<file path="config.mk">
export PLATFORM = sky130hd
export DESIGN_NAME = gpio_setclr_top
export DESIGN_NICKNAME = d
export VERILOG_FILES = /design/src/rtl/gpio_setclr_pkg.sv /design/src/rtl/gpio_setclr_sync.sv /design/src/rtl/gpio_setclr_bank.sv /design/src/rtl/gpio_setclr_top.sv
export SDC_FILE = /design/constraint.sdc
export NUM_CORES = 1
export LEC_CHECK = 0
export CAP_MARGIN = 10
export CELL_PAD_IN_SITES_DETAIL_PLACEMENT = 2
export CELL_PAD_IN_SITES_GLOBAL_PLACEMENT = 2
export CORE_ASPECT_RATIO = 1.25
export CORE_UTILIZATION = 45
export CTS_BUF_LIST = sky130_fd_sc_hd__clkbuf_16
export CTS_CLUSTER_DIAMETER = 100
export DETAILED_ROUTE_END_ITERATION = 7
export DONT_BUFFER_PORTS = 1
export GPL_ROUTABILITY_DRIVEN = 0
export PLACE_DENSITY = 0.89
export SLEW_MARGIN = 20
export SYNTH_ARGS = -nofsm -noshare
export SYNTH_HDL_FRONTEND = slang
export SYNTH_HIERARCHICAL = 1
export SYNTH_SLANG_ARGS = --single-unit
</file>
<file path="constraint.sdc">
create_clock -name clk -period 7.4 [get_ports clk]
set_input_delay 0.74 -clock clk [delete_from_list [all_inputs] [get_ports clk]]
set_output_delay 0.74 -clock clk [all_outputs]
set_load 0.02 [all_outputs]
</file>
<file path="src/rtl/gpio_setclr_pkg.sv">
package gpio_setclr_pkg;
  localparam int REG_IDX_W = 5;

  // Word index of each register inside one bank.
  typedef enum logic [REG_IDX_W-1:0] {
    RI_OUT_VAL  = 5'd0,
    RI_OUT_EN   = 5'd1,
    RI_IN_EN    = 5'd2,
    RI_AUX_A    = 5'd3,
    RI_AUX_B    = 5'd4,
    RI_AUX_IN   = 5'd5,
    RI_READBACK = 5'd6,
    RI_POS_STS  = 5'd7,
    RI_NEG_STS  = 5'd8,
    RI_NONE     = 5'd31
  } reg_idx_e;

  localparam int CTRL_N = 6;  // set/clear registers occupy indices 0..CTRL_N-1
endpackage

</file>
<file path="src/rtl/gpio_setclr_sync.sv">
module gpio_setclr_sync #(
  parameter int W = 16
) (
  input  logic         clk,
  input  logic         rst_n,
  input  logic [W-1:0] pad_in,
  output logic [W-1:0] level,
  output logic [W-1:0] prev
);
  logic [W-1:0] meta_q, lvl_q, prev_q;

  always_ff @(posedge clk or negedge rst_n) begin
    if (!rst_n) begin
      meta_q <= '0;
      lvl_q  <= '0;
      prev_q <= '0;
    end else begin
      meta_q <= pad_in;
      lvl_q  <= meta_q;
      prev_q <= lvl_q;
    end
  end

  assign level = lvl_q;
  assign prev  = prev_q;
endmodule

</file>
<file path="src/rtl/gpio_setclr_bank.sv">
module gpio_setclr_bank
  import gpio_setclr_pkg::*;
#(
  parameter int BANK_W = 16
) (
  input  logic                  clk,
  input  logic                  rst_n,
  input  logic [BANK_W-1:0]     avail,
  input  logic                  wr_hit,
  input  logic [REG_IDX_W-1:0]  reg_idx,
  input  logic [2*BANK_W-1:0]   wr_data,
  input  logic [BANK_W-1:0]     pad_in,
  input  logic [BANK_W-1:0]     fn_a,
  input  logic [BANK_W-1:0]     fn_b,
  output logic [BANK_W-1:0]     pad_out,
  output logic [BANK_W-1:0]     pad_oe,
  output logic [BANK_W-1:0]     fn_in,
  output logic [BANK_W-1:0]     rd_val
);
  // set in low half, clear in high half; clear wins; unavailable pins stay 0
  function automatic logic [BANK_W-1:0] apply_setclr(input logic [BANK_W-1:0] cur,
                                                     input logic [2*BANK_W-1:0] wd,
                                                     input logic [BANK_W-1:0] keep);
    return (cur | wd[BANK_W-1:0]) & ~wd[2*BANK_W-1:BANK_W] & keep;
  endfunction

  // write-one-to-clear, a new event overrides the clear
  function automatic logic [BANK_W-1:0] w1c_next(input logic [BANK_W-1:0] cur,
                                                 input logic [BANK_W-1:0] clr,
                                                 input logic [BANK_W-1:0] evt,
                                                 input logic [BANK_W-1:0] keep);
    return ((cur & ~clr) | evt) & keep;
  endfunction

  function automatic logic [BANK_W-1:0] pad_mux(input logic [BANK_W-1:0] sel_a,
                                                input logic [BANK_W-1:0] sel_b,
                                                input logic [BANK_W-1:0] src_a,
                                                input logic [BANK_W-1:0] src_b,
                                                input logic [BANK_W-1:0] val);
    return (sel_a & src_a) | (~sel_a & sel_b & src_b) | (~sel_a & ~sel_b & val);
  endfunction

  logic [BANK_W-1:0] ctrl_q [CTRL_N];
  logic [BANK_W-1:0] pos_sts_q, neg_sts_q;
  logic [BANK_W-1:0] level, prev;

  // named internal events
  logic [BANK_W-1:0] out_val, out_en, in_en, aux_a, aux_b, aux_in;
  logic [BANK_W-1:0] rise_evt, fall_evt;
  logic [BANK_W-1:0] pos_clr, neg_clr;
  logic              wr_out_val;

  gpio_setclr_sync #(.W(BANK_W)) u_sync (
    .clk   (clk),
    .rst_n (rst_n),
    .pad_in(pad_in),
    .level (level),
    .prev  (prev)
  );

  for (genvar g = 0; g < CTRL_N; g++) begin : g_ctrl
    always_ff @(posedge clk or negedge rst_n) begin
      if (!rst_n)
        ctrl_q[g] <= '0;
      else if (wr_hit && (reg_idx == REG_IDX_W'(g)))
        ctrl_q[g] <= apply_setclr(ctrl_q[g], wr_data, avail);
    end
  end

  assign out_val = ctrl_q[int'(RI_OUT_VAL)];
  assign out_en  = ctrl_q[int'(RI_OUT_EN)];
  assign in_en   = ctrl_q[int'(RI_IN_EN)];
  assign aux_a   = ctrl_q[int'(RI_AUX_A)];
  assign aux_b   = ctrl_q[int'(RI_AUX_B)];
  assign aux_in  = ctrl_q[int'(RI_AUX_IN)];
  assign wr_out_val = wr_hit && (reg_idx == RI_OUT_VAL);

  assign rise_evt = level & ~prev & in_en & avail;
  assign fall_evt = ~level & prev & in_en & avail;
  assign pos_clr  = (wr_hit && reg_idx == RI_POS_STS) ? wr_data[BANK_W-1:0] : '0;
  assign neg_clr  = (wr_hit && reg_idx == RI_NEG_STS) ? wr_data[BANK_W-1:0] : '0;

  always_ff @(posedge clk or negedge rst_n) begin
    if (!rst_n) begin
      pos_sts_q <= '0;
      neg_sts_q <= '0;
    end else begin
      pos_sts_q <= w1c_next(pos_sts_q, pos_clr, rise_evt, avail);
      neg_sts_q <= w1c_next(neg_sts_q, neg_clr, fall_evt, avail);
    end
  end

  assign pad_oe  = out_en;
  assign pad_out = pad_mux(aux_a, aux_b, fn_a, fn_b, out_val);
  assign fn_in   = level & aux_in & avail;

  always_comb begin
    case (reg_idx)
      RI_OUT_VAL, RI_OUT_EN, RI_IN_EN,
      RI_AUX_A, RI_AUX_B, RI_AUX_IN: rd_val = ctrl_q[reg_idx[2:0]];
      RI_READBACK:                   rd_val = level & avail;
      RI_POS_STS:                    rd_val = pos_sts_q;
      RI_NEG_STS:                    rd_val = neg_sts_q;
      default:                       rd_val = '0;
    endcase
  end

  // ---------------- assertions ----------------
  assert_clear_wins_R4: assert property (@(posedge clk) disable iff (!rst_n)
    wr_out_val |=> ((out_val & $past(wr_data[2*BANK_W-1:BANK_W])) == '0));

  assert_set_lands_R3: assert property (@(posedge clk) disable iff (!rst_n)
    wr_out_val |=> ((out_val & $past(wr_data[BANK_W-1:0] & ~wr_data[2*BANK_W-1:BANK_W] & avail))
                    == $past(wr_data[BANK_W-1:0] & ~wr_data[2*BANK_W-1:BANK_W] & avail)));

  assert_edge_kept_R8: assert property (@(posedge clk) disable iff (!rst_n)
    (rise_evt != '0) |=> ((pos_sts_q & $past(rise_evt)) == $past(rise_evt)));

  assert_gated_by_ien_R7: assert property (@(posedge clk) disable iff (!rst_n)
    ((pos_sts_q & ~$past(pos_sts_q) & ~$past(in_en)) == '0) &&
    ((neg_sts_q & ~$past(neg_sts_q) & ~$past(in_en)) == '0));

  assert_unavail_quiet_R10: assert property (@(posedge clk) disable iff (!rst_n)
    ((pad_oe | pad_out | pos_sts_q | neg_sts_q | fn_in) & ~avail) == '0);
endmodule

</file>
<file path="src/rtl/gpio_setclr_top.sv">
module gpio_setclr_top
  import gpio_setclr_pkg::*;
#(
  parameter int NUM_BANKS = 2,
  parameter int BANK_W    = 16,
  parameter int ADDR_W    = 8,
  parameter logic [NUM_BANKS*BANK_W-1:0] AVAIL_MASK    = 32'h0F7F_FFFF,
  parameter logic [NUM_BANKS*BANK_W-1:0] RESERVED_MASK = 32'hE080_0000
) (
  input  logic                          clk,
  input  logic                          rst_n,
  input  logic [ADDR_W-1:2]             bus_addr,
  input  logic                          bus_wr,
  input  logic [2*BANK_W-1:0]           bus_wdata,
  output logic [2*BANK_W-1:0]           bus_rdata,
  input  logic [NUM_BANKS*BANK_W-1:0]   pad_in,
  output logic [NUM_BANKS*BANK_W-1:0]   pad_out,
  output logic [NUM_BANKS*BANK_W-1:0]   pad_oe,
  input  logic [NUM_BANKS*BANK_W-1:0]   alt_out_a,
  input  logic [NUM_BANKS*BANK_W-1:0]   alt_out_b,
  output logic [NUM_BANKS*BANK_W-1:0]   alt_in
);
  localparam int SEL_W  = $clog2(NUM_BANKS);
  localparam int OFS_W  = ADDR_W - SEL_W;
  localparam int WORD_W = OFS_W - 2;
  localparam logic [NUM_BANKS*BANK_W-1:0] EFF_AVAIL = AVAIL_MASK & ~RESERVED_MASK;

  function automatic logic [REG_IDX_W-1:0] decode_word(input logic [WORD_W-1:0] w);
    if (int'(w) <= int'(RI_NEG_STS)) return REG_IDX_W'(w);
    return RI_NONE;
  endfunction

  logic [SEL_W-1:0]     bank_sel;
  logic [WORD_W-1:0]    word;
  logic [REG_IDX_W-1:0] reg_idx;
  logic [BANK_W-1:0]    bank_rd [NUM_BANKS];

  assign bank_sel = bus_addr[ADDR_W-1 -: SEL_W];
  assign word     = bus_addr[OFS_W-1:2];
  assign reg_idx  = decode_word(word);

  for (genvar b = 0; b < NUM_BANKS; b++) begin : g_bank
    gpio_setclr_bank #(.BANK_W(BANK_W)) u_bank (
      .clk    (clk),
      .rst_n  (rst_n),
      .avail  (EFF_AVAIL[b*BANK_W +: BANK_W]),
      .wr_hit (bus_wr && (bank_sel == SEL_W'(b))),
      .reg_idx(reg_idx),
      .wr_data(bus_wdata),
      .pad_in (pad_in[b*BANK_W +: BANK_W]),
      .fn_a   (alt_out_a[b*BANK_W +: BANK_W]),
      .fn_b   (alt_out_b[b*BANK_W +: BANK_W]),
      .pad_out(pad_out[b*BANK_W +: BANK_W]),
      .pad_oe (pad_oe[b*BANK_W +: BANK_W]),
      .fn_in  (alt_in[b*BANK_W +: BANK_W]),
      .rd_val (bank_rd[b])
    );
  end

  assign bus_rdata = {{BANK_W{1'b0}}, bank_rd[bank_sel]};
endmodule

</file>
# Word level (Yosys, flattened, before mapping)
# Index checks and enable logic that the tools add are counted.
dict set report op_classes {
  addsub 0
  n_mul 0
  div 0
  magnitude_cmp 3
  n_eq_ne 8
  shift 0
  n_mux 18
  bitwise_logic 72
  reduce_logical 20
}
# cell count
set op_table {}
lappend op_table {{bitwise AND 16 bit} 20}
lappend op_table {{bitwise OR 16 bit} 12}
lappend op_table {{bitwise AND 12 bit} 13}
lappend op_table {{two-way mux 16 bit} 9}
lappend op_table {{case mux 16 bit (4 select lines)} 2}
lappend op_table {{NOT 16 bit} 7}
lappend op_table {{binary-select mux 16 bit (select 3 bit)} 2}
lappend op_table {{bitwise OR 12 bit} 8}
lappend op_table {{NOT 12 bit} 4}
lappend op_table {{bitwise AND 16 x 12 -> 16 bit} 2}
lappend op_table {{NOT 12 -> 16 bit} 2}
lappend op_table {{two-way mux 12 bit} 2}
lappend op_table {{== test 5 x 3 -> 1 bit (second input constant)} 4}
lappend op_table {{logical AND 1 bit} 18}
lappend op_table {{bitwise AND 12 x 16 -> 16 bit} 1}
lappend op_table {{== test 5 x 2 -> 1 bit (second input constant)} 2}
lappend op_table {{two-way mux 5 bit} 2}
lappend op_table {{OR reduction 6 bit} 1}
lappend op_table {{== test 5 x 1 -> 1 bit (second input constant)} 1}
lappend op_table {{== test 5 x 4 -> 1 bit (second input constant)} 1}
lappend op_table {{<= comparator 5 x 4 -> 1 bit (second input constant)} 1}
lappend op_table {{zero test 5 bit} 1}
lappend op_table {{greater-or-equal comparator 4 bit (second input constant)} 1}
lappend op_table {{NOT 3 -> 4 bit} 1}
lappend op_table {{4 further kinds} 4}
dict set report totals {
  regBits 300
  latch_bits 0
  ramBits 0
  rom_bits 0
  inputBits 137
  out_inout_bits 128
  n_memories 0
}

# Depth between registers and ports, before layout
dict set report logic_depth {
  depth_word 11
  mapped_depth 10
  mapped_depth_nobuf 6
}

# Hierarchy
# Netlist, hierarchy kept.
# mod n_inst cells_each area_each_um2 seq_area_each_um2
set by_module_without_submodules {}
lappend by_module_without_submodules {{gpio_setclr_bank (g_bank[0].u_bank)} 1 768 7303.3 3203.1}
lappend by_module_without_submodules {{gpio_setclr_bank (g_bank[1].u_bank)} 1 749 7115.6 3203.1}
lappend by_module_without_submodules {gpio_setclr_sync 2 48 1201.2 1201.2}
lappend by_module_without_submodules {gpio_setclr_top 1 50 440.4 0.0}

# Worst setup path after synthesis
# No wires, ideal clock.
dict set report synth_path {
  kind {input-to-output}
  from {input port bus_addr[5] (netlist bit)}
  to {output port bus_rdata[13]}
  arrival_time_ns 3.057
  setup_slack_ns 3.603
  cell_stages 9
  n_path_buf 3
  path_cell_list {or2_2 a21boi_0 buf_6 or4_1 clkbuf_1 clkbuf_1 nor2_1 a2111o_1 mux2_2}
}
# item line
set synth_rtl {}
lappend synth_rtl {{start: declaration} gpio_setclr_top.sv:12} ;# input logic [ADDR_W-1:2] bus_addr,
lappend synth_rtl {{end: declaration} gpio_setclr_top.sv:15} ;# output logic [2*BANK_W-1:0] bus_rdata,

==> results.py <==
metrics = {
    "logic_synthesis": {
        "yosys-top-cells-area": "dfrtp_1 51%, a21oi_1 7.9%, mux2i_1 7.4%",
        "ys_ff_latch": 352,
        "synth_most_common_cell": "dfrtp_1",
        "async_flop_share": 1.00,
        "synth_top_flop_cell": "dfrtp_1",
        "yosys.area.top_type": "dfrtp_1",
        "yosysUniqueCellTypes": 50,
        "avgSynthCellArea_sq_um": 10.4,
        "syn-cell-area_sq_um": 17300,
        "synthTopCellsByCount": "352 x dfrtp_1, 272 x a21oi_1, 160 x a31oi_1, 128 x mux2i_1, 99 x o21ai_0",
        "yosysTopAreaCellShare": 0.510,
        "synth_edf_count": 0,
        "yosysWarnings": 6,
        "synth_cells": 1663,
        "ys_seq_area_frac": 0.510,
    },
    "sta": {
        "setup_tns_ns": 0,
        "fin_crit_sh": 0.632,
        "fmax_ghz": 0.214,
        "min_period_ns": 4.68,
        "worstMarginPinSlew_ns": 1.27,
        "setup_viol": 0,
        "slew_viol_final": 0,
        "hold_viol": 79,
        "max_slew_margin": 0.151,
        "rsz0062_at_grt": "false",
        "whs_ns": -0.133,
        "finalWorstSetupSlack_ns": 2.72,
        "fin_skew_ns": 0.0169,
    },
    "global_routing": {
        "grt-ovfl-total": 0,
        "grt_pass1_vias": 17500,
        "grt_antenna_before_repair": 11,
        "grt_pass1_wl_mm": 114,
        "grt_start_max_net_pins": 353,
        "grt_use_total": 0.387,
    },
    "routing": {
        "wl_per_cell_um": 33.7,
        "drtPass1Iterations": 7,
        "routed_wl_mm": 76.4,
        "drtIter0Drc": 1566,
        "via_per_inst": 6.93,
        "drc": 0,
        "postRouteAntennaNets": 0,
        "vias": 15700,
    },
    "power": {
        "intPower_mw": 3.12,
        "power_mw": 4.24,
        "worst_ir_drop_vdd_mv": 0.177,
        "p_leak_nw": 9.11,
        "combPwrFrac": 0.059,
        "p_per_area_nw_per_um2": 221,
        "p_seq_frac": 0.483,
        "clkPwrFrac": 0.458,
        "swShare": 0.262,
        "p_sw_mw": 1.11,
    },
    "floorplanning": {
        "chipHeight_um": 221,
        "start_util": 0.461,
        "die_area_sq_um": 39200,
        "core-area_sq_um": 37500,
        "rows": 79,
        "io_pins": 265,
        "die_w_um": 177,
    },
    "clock_network": {
        "root_buffer": "clkbuf_16",
        "htree_levels": 2,
        "path_clk_slew_ns": 0.06,
        "cts-resized-gates": 0,
        "cts_buffer_depth": 3,
        "tritoncts": "done",
        "cts_sinks": 352,
        "clk_latency_ns": 0.57,
        "numCtsBuffers": 40,
        "postCtsSetupRepairBufs": 0,
    },
    "setup_path": {
        "rrSetupSlack_ns": 6.08,
        "critical_path.max_fanout": 31,
        "reg2reg_to": "g_bank[0].u_bank/neg_sts_q[4]",
        "cp_data_arrival_time_ns": 3.94,
        "worstReg2RegStart": "g_bank[0].u_bank/u_sync/level[4]",
        "end_kind": "output port",
        "reg2reg_depth": 3,
        "critical_path_required_ns": 6.66,
        "worst-setup-path-type": "in2out",
        "startpoint_type": "input port",
    },
    "layout": {
        "nNetsFinal": 1879,
        "post-route-util": 0.511,
        "syn_to_final_growth_pct": 10.8,
        "fill_cells": 3754,
        "drive_gt1_frac": 0.0565,
        "fin_area_sq_um": 19100,
    },
    "status": {
        "status": "finished with violations",
        "violations": "hold timing",
    },
    "placed_design": {
        "portBuffers": 0,
        "post-dp-hpwl_mm": 44.8,
        "place_area_sq_um": 17900,
        "post-place-ws_ns": 3.08,
    },
    "min_path": {
        "hold_path.class": "in2async",
    },
    "flow_run": {
        "max_cap_violations": 0,
    },
}
-- critical path, cell delays in order --
cell and delay, ns:
nor2_1 0.32, nand2_4 0.38, nor2_2 1.01, and3_1 0.86, a2111o_1 0.29, mux2_2 0.29
-- sequential cells by signal (all words and copies together), names as in the netlist --
register,cells
g_bank.u_bank/in_en,32
g_bank.u_bank/pad_oe,32
g_bank.u_bank/u_sync/level,32
g_bank.u_bank/pos_sts_q,32
g_bank.u_bank/aux_in,32
g_bank.u_bank/out_val,32
g_bank.u_bank/aux_b,32
g_bank.u_bank/aux_a,32
g_bank.u_bank/u_sync/meta_q,32
g_bank.u_bank/neg_sts_q,32
g_bank.u_bank/u_sync/prev,32
-- cells by family after synthesis --
kind of cell    Yosys count  share of synthesized area
simple gates            371                      0.137
compound gates          643                      0.221
other cells               2                   0.000435
mux                     144                     0.0864
flops                   352                      0.510
buf+inv                 151                     0.0445
-- metal layers --
metal	GRT usage	vias up	share of wire
met5	0	-	0.00016
met4	0.242	2	0.058
met3	0.0811	286	0.078
met2	0.618	991	0.48
met1	0.475	8239	0.38
li1	-	6200	-
-- layout make-up --
cell class | instances | area, sq um | area share
antenna | 12 | 30.0 | 0.00157
clock buffer | 41 | 1030 | 0.0536
clock inverter | 28 | 171 | 0.00896
inverter | 1 | 3.75 | 0.000196
multi-input combinational | 1334 | 8380 | 0.438
sequential | 352 | 8810 | 0.460
tap | 486 | 608 | 0.0318
timing repair buffer | 13 | 97.6 | 0.00510
-- power by group through the flow --
stage	registers [mW]	logic (mW)	clock network, mW
floorplan	2.05	0.191	0
global placement	2.07	0.211	0
detailed placement	2.08	0.223	0
CTS	2.04	0.233	1.96
global route	2.05	0.261	2.02
finish	2.05	0.250	1.94
-- through the flow --
stage / std cells / hold slack [ns]
floorplan: 1837 / 0.331
global placement: 2186 / 0.332
detailed placement: 2186 / 0.336
CTS: 2255 / -0.136
global route: 2266 / -0.142
finish: 2267 / -0.133
-- placed cells by master (no fill, tap or decap), types with 3 or more instances in the layout --
master / n
and3_1: 35
nand2_1: 65
and2_1: 10
a31oi_1: 160
nand3b_1: 48
a2111o_1: 31
a41oi_1: 32
diode_2: 12
nand3_1: 16
o21ai_0: 99
clkinv_1: 16
inv_1: 5
mux2_2: 8
nor2_2: 3
conb_1: 176
a21boi_1: 3
dfrtp_1: 352
nor2_1: 21
buf_4: 13
nor2b_1: 66
mux2_4: 8
o22ai_1: 31
clkinv_2: 5
and3b_1: 48
or4_1: 3
clkbuf_16: 41
nand2b_1: 32
mux2i_1: 128
a21oi_1: 272
a21boi_0: 14
-- how the worst max path moves through the flow --
| stage | startpoint | to | slack (ns) | cells after the start |
|---|---|---|---|---|
| finish | bus_addr[2] | bus_rdata[5] | 2.72 | 6 |
| global route | bus_addr[2] | bus_rdata[5] | 2.78 | 6 |
| CTS | bus_addr[2] | bus_rdata[5] | 2.93 | 6 |
| detailed placement | bus_addr[2] | bus_rdata[5] | 3.08 | 6 |
| global placement | bus_addr[2] | bus_rdata[5] | 3.17 | 6 |
| floorplan | bus_addr[5] | bus_rdata[13] | 3.60 | 9 |
Note: power is estimated with default switching activity, not from simulation.
